[src/rtl/hdr_framer_pkg.sv]
package hdr_framer_pkg;
    localparam int SFD_W    = 16;
    localparam int PHY_W    = 24;
    localparam int HCS_W    = 16;
    localparam int OCT_W    = 8;
    localparam int LEN_W    = 14;
    localparam int MAX_BODY = 4096;
    localparam int CNT_W    = $clog2(PHY_W);
    localparam logic [SFD_W-1:0] SFD_PATTERN = 16'b0000_1100_1011_1101;
    localparam logic [HCS_W-1:0] CRC_POLY    = 16'h1021;
    localparam logic [HCS_W-1:0] CRC_INIT    = 16'hFFFF;

    typedef enum logic [2:0] {
        ST_IDLE, ST_SFD, ST_PHY, ST_MWAIT, ST_MBITS, ST_HCS
    } fr_state_e;

    typedef enum logic [1:0] {
        RG_SFD = 2'd0, RG_PHY = 2'd1, RG_MAC = 2'd2, RG_HCS = 2'd3
    } region_e;
endpackage

[src/rtl/hdr_cfg_check.sv]
module hdr_cfg_check
    import hdr_framer_pkg::*;
(
    input  logic [1:0]       seed_sel,
    input  logic [2:0]       code_type,
    input  logic             ilv_sel,
    input  logic [2:0]       len_code,
    input  logic             mod_sel,
    input  logic [LEN_W-1:0] body_octets,
    output logic             cfg_ok,
    output logic [PHY_W-1:0] hdr_word
);
    logic code_bad;
    logic len_bad;
    logic body_bad;

    always_comb begin
        code_bad = (code_type > 3'd4);
        len_bad  = (len_code == 3'd7);
        body_bad = (32'(body_octets) > MAX_BODY);
        cfg_ok   = !(code_bad || len_bad || body_bad);
        hdr_word = {body_octets, mod_sel, len_code, ilv_sel, code_type, seed_sel};
    end
endmodule

[src/rtl/hdr_crc16.sv]
module hdr_crc16
    import hdr_framer_pkg::*;
#(
    parameter int               W    = HCS_W,
    parameter logic [W-1:0]     POLY = CRC_POLY,
    parameter logic [W-1:0]     INIT = CRC_INIT
) (
    input  logic         clk,
    input  logic         rst_n,
    input  logic         clr,
    input  logic         en,
    input  logic         din,
    output logic [W-1:0] crc
);
    logic [W-1:0] crc_d, crc_q;
    logic         fb;

    always_comb begin
        fb    = crc_q[W-1] ^ din;
        crc_d = crc_q;
        if (clr) begin
            crc_d = INIT;
        end else if (en) begin
            crc_d = {crc_q[W-2:0], 1'b0} ^ (fb ? POLY : '0);
        end
    end

    always_ff @(posedge clk or negedge rst_n) begin
        if (!rst_n) crc_q <= INIT;
        else        crc_q <= crc_d;
    end

    assign crc = crc_q;
endmodule

[src/rtl/hdr_framer.sv]
module hdr_framer
    import hdr_framer_pkg::*;
#(
    parameter int CNT_OCT_W = 8
) (
    input  logic                 clk,
    input  logic                 rst_n,
    input  logic                 start,
    input  logic [1:0]           seed_sel,
    input  logic [2:0]           code_type,
    input  logic                 ilv_sel,
    input  logic [2:0]           len_code,
    input  logic                 mod_sel,
    input  logic [LEN_W-1:0]     body_octets,
    input  logic [CNT_OCT_W-1:0] hdr_octets,
    input  logic [OCT_W-1:0]     mac_data,
    input  logic                 mac_valid,
    output logic                 mac_ready,
    output logic                 bit_out,
    output logic                 bit_valid,
    output logic [1:0]           region,
    output logic                 fcs_en,
    output logic                 busy,
    output logic                 frame_done,
    output logic                 cfg_err
);
    localparam logic [CNT_W-1:0] SFD_LAST = CNT_W'(SFD_W - 1);
    localparam logic [CNT_W-1:0] PHY_LAST = CNT_W'(PHY_W - 1);
    localparam logic [CNT_W-1:0] OCT_LAST = CNT_W'(OCT_W - 1);
    localparam logic [CNT_W-1:0] HCS_LAST = CNT_W'(HCS_W - 1);

    typedef struct packed {
        fr_state_e            st;
        logic [CNT_W-1:0]     cnt;
        logic [PHY_W-1:0]     hdr;
        logic [OCT_W-1:0]     byt;
        logic [CNT_OCT_W-1:0] left;
        logic                 fcs;
        logic                 err;
    } fr_regs_t;

    fr_regs_t r_d, r_q;

    logic             cfg_ok;
    logic [PHY_W-1:0] hdr_word;
    logic [HCS_W-1:0] crc;
    logic             crc_clr;
    logic             crc_en;
    logic             cur_bit;
    logic [CNT_W-1:0] rev_idx;

    hdr_cfg_check u_cfg (
        .seed_sel    (seed_sel),
        .code_type   (code_type),
        .ilv_sel     (ilv_sel),
        .len_code    (len_code),
        .mod_sel     (mod_sel),
        .body_octets (body_octets),
        .cfg_ok      (cfg_ok),
        .hdr_word    (hdr_word)
    );

    hdr_crc16 u_crc (
        .clk   (clk),
        .rst_n (rst_n),
        .clr   (crc_clr),
        .en    (crc_en),
        .din   (cur_bit),
        .crc   (crc)
    );

    // current serial bit, chosen from the part being sent
    always_comb begin
        rev_idx = SFD_LAST - r_q.cnt;
        cur_bit = 1'b0;
        unique case (r_q.st)
            ST_SFD:   cur_bit = SFD_PATTERN[rev_idx[3:0]];
            ST_PHY:   cur_bit = r_q.hdr[r_q.cnt];
            ST_MBITS: cur_bit = r_q.byt[r_q.cnt[2:0]];
            ST_HCS:   cur_bit = ~crc[rev_idx[3:0]];
            default:  cur_bit = 1'b0;
        endcase
    end

    // next-state computation
    always_comb begin
        r_d     = r_q;
        crc_clr = 1'b0;
        crc_en  = 1'b0;
        unique case (r_q.st)
            ST_IDLE: begin
                if (start) begin
                    if (!cfg_ok) begin
                        r_d.err = 1'b1;
                    end else begin
                        r_d.err  = 1'b0;
                        r_d.st   = ST_SFD;
                        r_d.cnt  = '0;
                        r_d.hdr  = hdr_word;
                        r_d.left = hdr_octets;
                        r_d.fcs  = (body_octets != '0);
                        crc_clr  = 1'b1;
                    end
                end
            end
            ST_SFD: begin
                if (r_q.cnt == SFD_LAST) begin
                    r_d.st  = ST_PHY;
                    r_d.cnt = '0;
                end else begin
                    r_d.cnt = r_q.cnt + 1'b1;
                end
            end
            ST_PHY: begin
                crc_en = 1'b1;
                if (r_q.cnt == PHY_LAST) begin
                    r_d.st  = (r_q.left == '0) ? ST_HCS : ST_MWAIT;
                    r_d.cnt = '0;
                end else begin
                    r_d.cnt = r_q.cnt + 1'b1;
                end
            end
            ST_MWAIT: begin
                if (mac_valid) begin
                    r_d.byt  = mac_data;
                    r_d.left = r_q.left - 1'b1;
                    r_d.st   = ST_MBITS;
                    r_d.cnt  = '0;
                end
            end
            ST_MBITS: begin
                crc_en = 1'b1;
                if (r_q.cnt == OCT_LAST) begin
                    r_d.st  = (r_q.left == '0) ? ST_HCS : ST_MWAIT;
                    r_d.cnt = '0;
                end else begin
                    r_d.cnt = r_q.cnt + 1'b1;
                end
            end
            ST_HCS: begin
                if (r_q.cnt == HCS_LAST) begin
                    r_d.st  = ST_IDLE;
                    r_d.cnt = '0;
                    r_d.fcs = 1'b0;
                end else begin
                    r_d.cnt = r_q.cnt + 1'b1;
                end
            end
            default: r_d.st = ST_IDLE;
        endcase
    end

    always_ff @(posedge clk or negedge rst_n) begin
        if (!rst_n) begin
            r_q <= '{st: ST_IDLE, default: '0};
        end else begin
            r_q <= r_d;
        end
    end

    // outputs depend on registered state only
    always_comb begin
        bit_out    = cur_bit;
        bit_valid  = (r_q.st == ST_SFD) || (r_q.st == ST_PHY) ||
                     (r_q.st == ST_MBITS) || (r_q.st == ST_HCS);
        mac_ready  = (r_q.st == ST_MWAIT);
        busy       = (r_q.st != ST_IDLE);
        fcs_en     = r_q.fcs && busy;
        frame_done = (r_q.st == ST_HCS) && (r_q.cnt == HCS_LAST);
        cfg_err    = r_q.err;
        unique case (r_q.st)
            ST_PHY:   region = RG_PHY;
            ST_MBITS: region = RG_MAC;
            ST_MWAIT: region = RG_MAC;
            ST_HCS:   region = RG_HCS;
            default:  region = RG_SFD;
        endcase
    end
endmodule

[config.mk]
export PLATFORM = sky130hd
export DESIGN_NAME = hdr_framer
export DESIGN_NICKNAME = d
export VERILOG_FILES = /design/src/rtl/hdr_framer_pkg.sv /design/src/rtl/hdr_cfg_check.sv /design/src/rtl/hdr_crc16.sv /design/src/rtl/hdr_framer.sv
export SDC_FILE = /design/constraint.sdc
export NUM_CORES = 1
export LEC_CHECK = 0
export BUFFER_PORTS_ARGS = -buffer_cell sky130_fd_sc_hd__buf_2
export CORE_UTILIZATION = 45
export DETAILED_ROUTE_END_ITERATION = 16
export GPL_TIMING_DRIVEN = 1
export PLACE_DENSITY = 0.72
export SETUP_SLACK_MARGIN = 0.2
export SLEW_MARGIN = 20
export SYNTH_ARGS = -nofsm -noshare
export SYNTH_HDL_FRONTEND = slang
export SYNTH_SLANG_ARGS = --single-unit
[constraint.sdc]
create_clock -name clk -period 2.5 [get_ports clk]
set_clock_uncertainty 0.1 [all_clocks]
set_input_delay 0.25 -clock clk [delete_from_list [all_inputs] [get_ports clk]]
set_output_delay 0.25 -clock clk [all_outputs]
set_load 0.02 [all_outputs]
==> metrics.md <==
| Metric | Value |
|---|---|
| Final worst path period share | 1.07 |
| #FFs+latches synth | 66 |
| Maximum vdd ir drop | 0.545 mV |
| Number of DRC markers in iteration 0 | 233 |
| Via density | between 5 and 6 |
| Worst relative slew slack | 0.538 |
| CP Class | reg -> out |
| Setup crit start kind | flip-flop |
| Max-cap violations | 0 |
| Antenna violations before repair | 0 |
| TritonCTS clock tree | yes |
| Worst Min Path Start | len_code[0] |
| Pwr per Cell Area | 1250 nW/um^2 |
| Worst endpoint required time | 2.15 ns |
| Post-synth top flop | dfrtp_1 |
| Slew Limit Fails | 0 |
| Worst R2R End | u_crc.crc[0] |
| Compound-gate portion of the synthesized area | 0.135 |
| Placed insts | 548 |
| Clk sinks | 66 |
| Endpoints failing hold | 0 |
| RR Startpoint | r_q[42] |
| Final WL | 8800 um |
| Max clock buf depth | 2 |
| Status | finished, violations left |
| Critical path buffers and inverters | 1 |
| Worst slew pin tran | 0.687 ns |
| Largest area contributor in the netlist | dfrtp_1 |
| Global route total overflow | 0 |
| Delay-heaviest family, CP | multiplexers |
| Number of flops mapped to enable cells by yosys | 0 |
| Largest family of logic cells by synthesized area | simple AND/OR/NAND/NOR gates |
| Leakage | 2.06 nW |
| Synthesis Warnings | 0 |
| Delay of the slowest critical-path stage | 0.54 ns |
| Worst Path Max Fanout | 4 |
| Fmax | 375 MHz |
| Post-Synth XOR/XNOR Area | 0.00711 |
| Final Setup Violations | 1 |
| Adder-cell share of the synthesized area | 0.0203 |
| Post-synthesis mux area share | 0.126 |
| Synth Cell Area | 3690 um^2 |
| Synth Instances | 395 |
| Die area | 8580 um^2 |
| CP endpoint kind | primary output |
| Row count | 32 |
| Synth top area cells | dfrtp_1 34%, dfstp_2 11%, nand2_1 8.7% |
| Ys async rst share | 1.00 |
| HP Class | in -> reg |
| Non-filler cells in the finished layout | 574 |
| Iteration count of the initial detailed-routing pass | 4 |
| Root Buffer Master | clkbuf_8 |
| Share of layout cells above drive strength 1 | 0.322 |
| First-pass GRT wire length | 14900 um |
| Tot GR Track Use | 0.222 |
| Worst R2R Path Depth | 8 |
| Hold Path Cell Cnt | 3 |
| Failing checks | setup timing |
| Simple logic cell fraction of the synthesized area | 0.213 |
| Post-synth top area share | 0.339 |
| Per-cell routed wire length | approximately 15 um |
| RSZ-0062 raised after global routing | true |
| Final net count | 517 |
| Ant. Diodes | 0 |
| CP max-delay cell | mux4_2 |
| Total Power | roughly 5.7 mW |
| ANT nets after route | 0 |
| Reg2reg setup slack | 0.07 ns |
| Crit-path cells | mux4_2, mux2_4, a32oi_2, o311ai_2, nand2b_4, buf_6 |
| Min setup slack post-route | -0.167 ns |
| Pin count of the biggest net entering global routing | 52 |
| Post-layout util | 0.577 |
| Remaining DRCs | 0 |
| Syn avg cell area | 9.35 um^2 |
| Vias in the first global route | 3078 |
| Die Y | around 93 um |
| Initial Utilization | 0.471 |
| Area delta synth->final | 22.7% |
| Syn Nets | 445 |
| H-tree depth | 3 |
| Hpwl dp | 6180 um |
| Clock transition at path regs | approximately 0.080 ns |
| Port bufs | 52 |
| Period minus WS final | 2.67 ns |
| Register area share after synthesis | 0.452 |
| Gpl congestion | 0.903 |
| Worst skew pair latency | 0.35 ns |
| Synth cell types | 60 |
| Hold Path Sink | r_q[24] |
| Filler cells | 682 |
| Dpl ws | 0.0321 ns |
| Die width | 92.6 um |
| CTS buffer count | 9 |
| Vias | 3161 |
| Core area | 7850 um^2 |
| I/O Pins | 53 |
| Hold WS | 0.0147 ns |
| Worst Path Arrival | 2.32 ns |
worst min-delay path, stage by stage:
cell and delay [ns]:
buf_2 0.08, nand2_1 0.04, nand2_1 0.05
per-layer routing:
layer,global-route usage,part of all wire
met1,0.295,0.45
met2,0.365,0.50
met3,0.0337,0.044
met4,0.0885,0.0074
met5,0,0
worst max path at each step:
| stage | cells past startpoint | endpoint | from |
|---|---|---|---|
| floorplan | 7 | u_crc.crc[0] | r_q[42] |
| global placement | 7 | u_crc.crc[0] | r_q[42] |
| detailed placement | 7 | r_q[3] | body_octets[5] |
| CTS | 6 | bit_out | r_q[42] |
| global route | 7 | bit_out | r_q[42] |
| finish | 6 | bit_out | r_q[42] |
cell usage in the layout (no fill, tap or decap), types with 3 or more instances in the layout:
cell type,n
nand2_1,85
buf_2,50
dfrtp_1,48
nor2_1,43
a21oi_1,27
o21ai_0,22
buf_4,20
dfstp_2,16
mux4_2,12
clkbuf_8,11
inv_1,10
mux2_2,10
nor3_1,7
dlygate4sd3_1,7
buf_6,6
mux2i_1,5
a31oi_1,5
nor2b_1,4
nand3_1,4
nand2b_1,4
nor4_1,4
and2_1,4
ha_1,4
a21o_1,3
o22ai_1,3
flip-flops by register name, summed over array words and instances, names as in the netlist:
name and flops:
u_crc.crc 16, cfg_err 1, r_q 49
kinds of logic after synthesis:
kind of cell | Yosys count
fa+ha+maj | 6
xor+xnor | 3
mux | 29
buf+inv | 36
flops | 66
compound gates | 80
simple gates | 175
Yosys cell counts, types with 2 or more instances:
cell	n
dfstp_2	16
buf_2	5
xnor2_1	2
mux2_2	11
nand2_1	86
nand3_1	6
buf_6	3
nor4_1	4
or3_1	2
o31ai_1	2
ha_1	6
mux2i_1	6
a31oi_1	5
a211oi_1	2
and2_1	3
nor2b_1	4
a21o_1	3
o22ai_1	3
mux4_2	9
inv_1	11
nand2b_1	4
nor2_1	43
mux4_1	3
a21oi_1	27
nor3_1	7
nor3b_1	2
nand4_1	2
a32oi_1	2
and3_1	2
buf_1	2
clkbuf_1	13
o21ai_0	22
dfrtp_1	50
power by group:
group	total [mW]	switching, mW	internal, mW
clock network	0.928	0.414	0.514
logic	2.76	1.42	1.33
registers	1.99	0.393	1.60
total	5.67	2.23	3.44
repair_timing:
action	in CTS	in global routing
hold buffers	7	0
buffers inserted	2	1
endpoints found under the setup margin	6	9
pin swaps	4	3
resized for setup	20	9
endpoints found under the hold margin	21	0
per-stage QoR:
stage                     area, um^2  setup TNS [ns]
after floorplan                 3690               0
final                           4530          -0.167
after global placement          4150               0
after detailed placement        4150               0
after global routing            4530          -0.204
after CTS                       4490          -0.148
final cells by class:
type,count,area [um^2],share of cell area
Tap cell,102,128,0.0282
Clock buffer,12,155,0.0342
Inverter,12,45.0,0.00994
Multi-Input combinational cell,293,1910,0.421
Clock inverter,4,50.0,0.0110
Sequential cell,66,1670,0.369
Timing Repair Buffer,85,573,0.126
(Power assumes the default switching activity.)
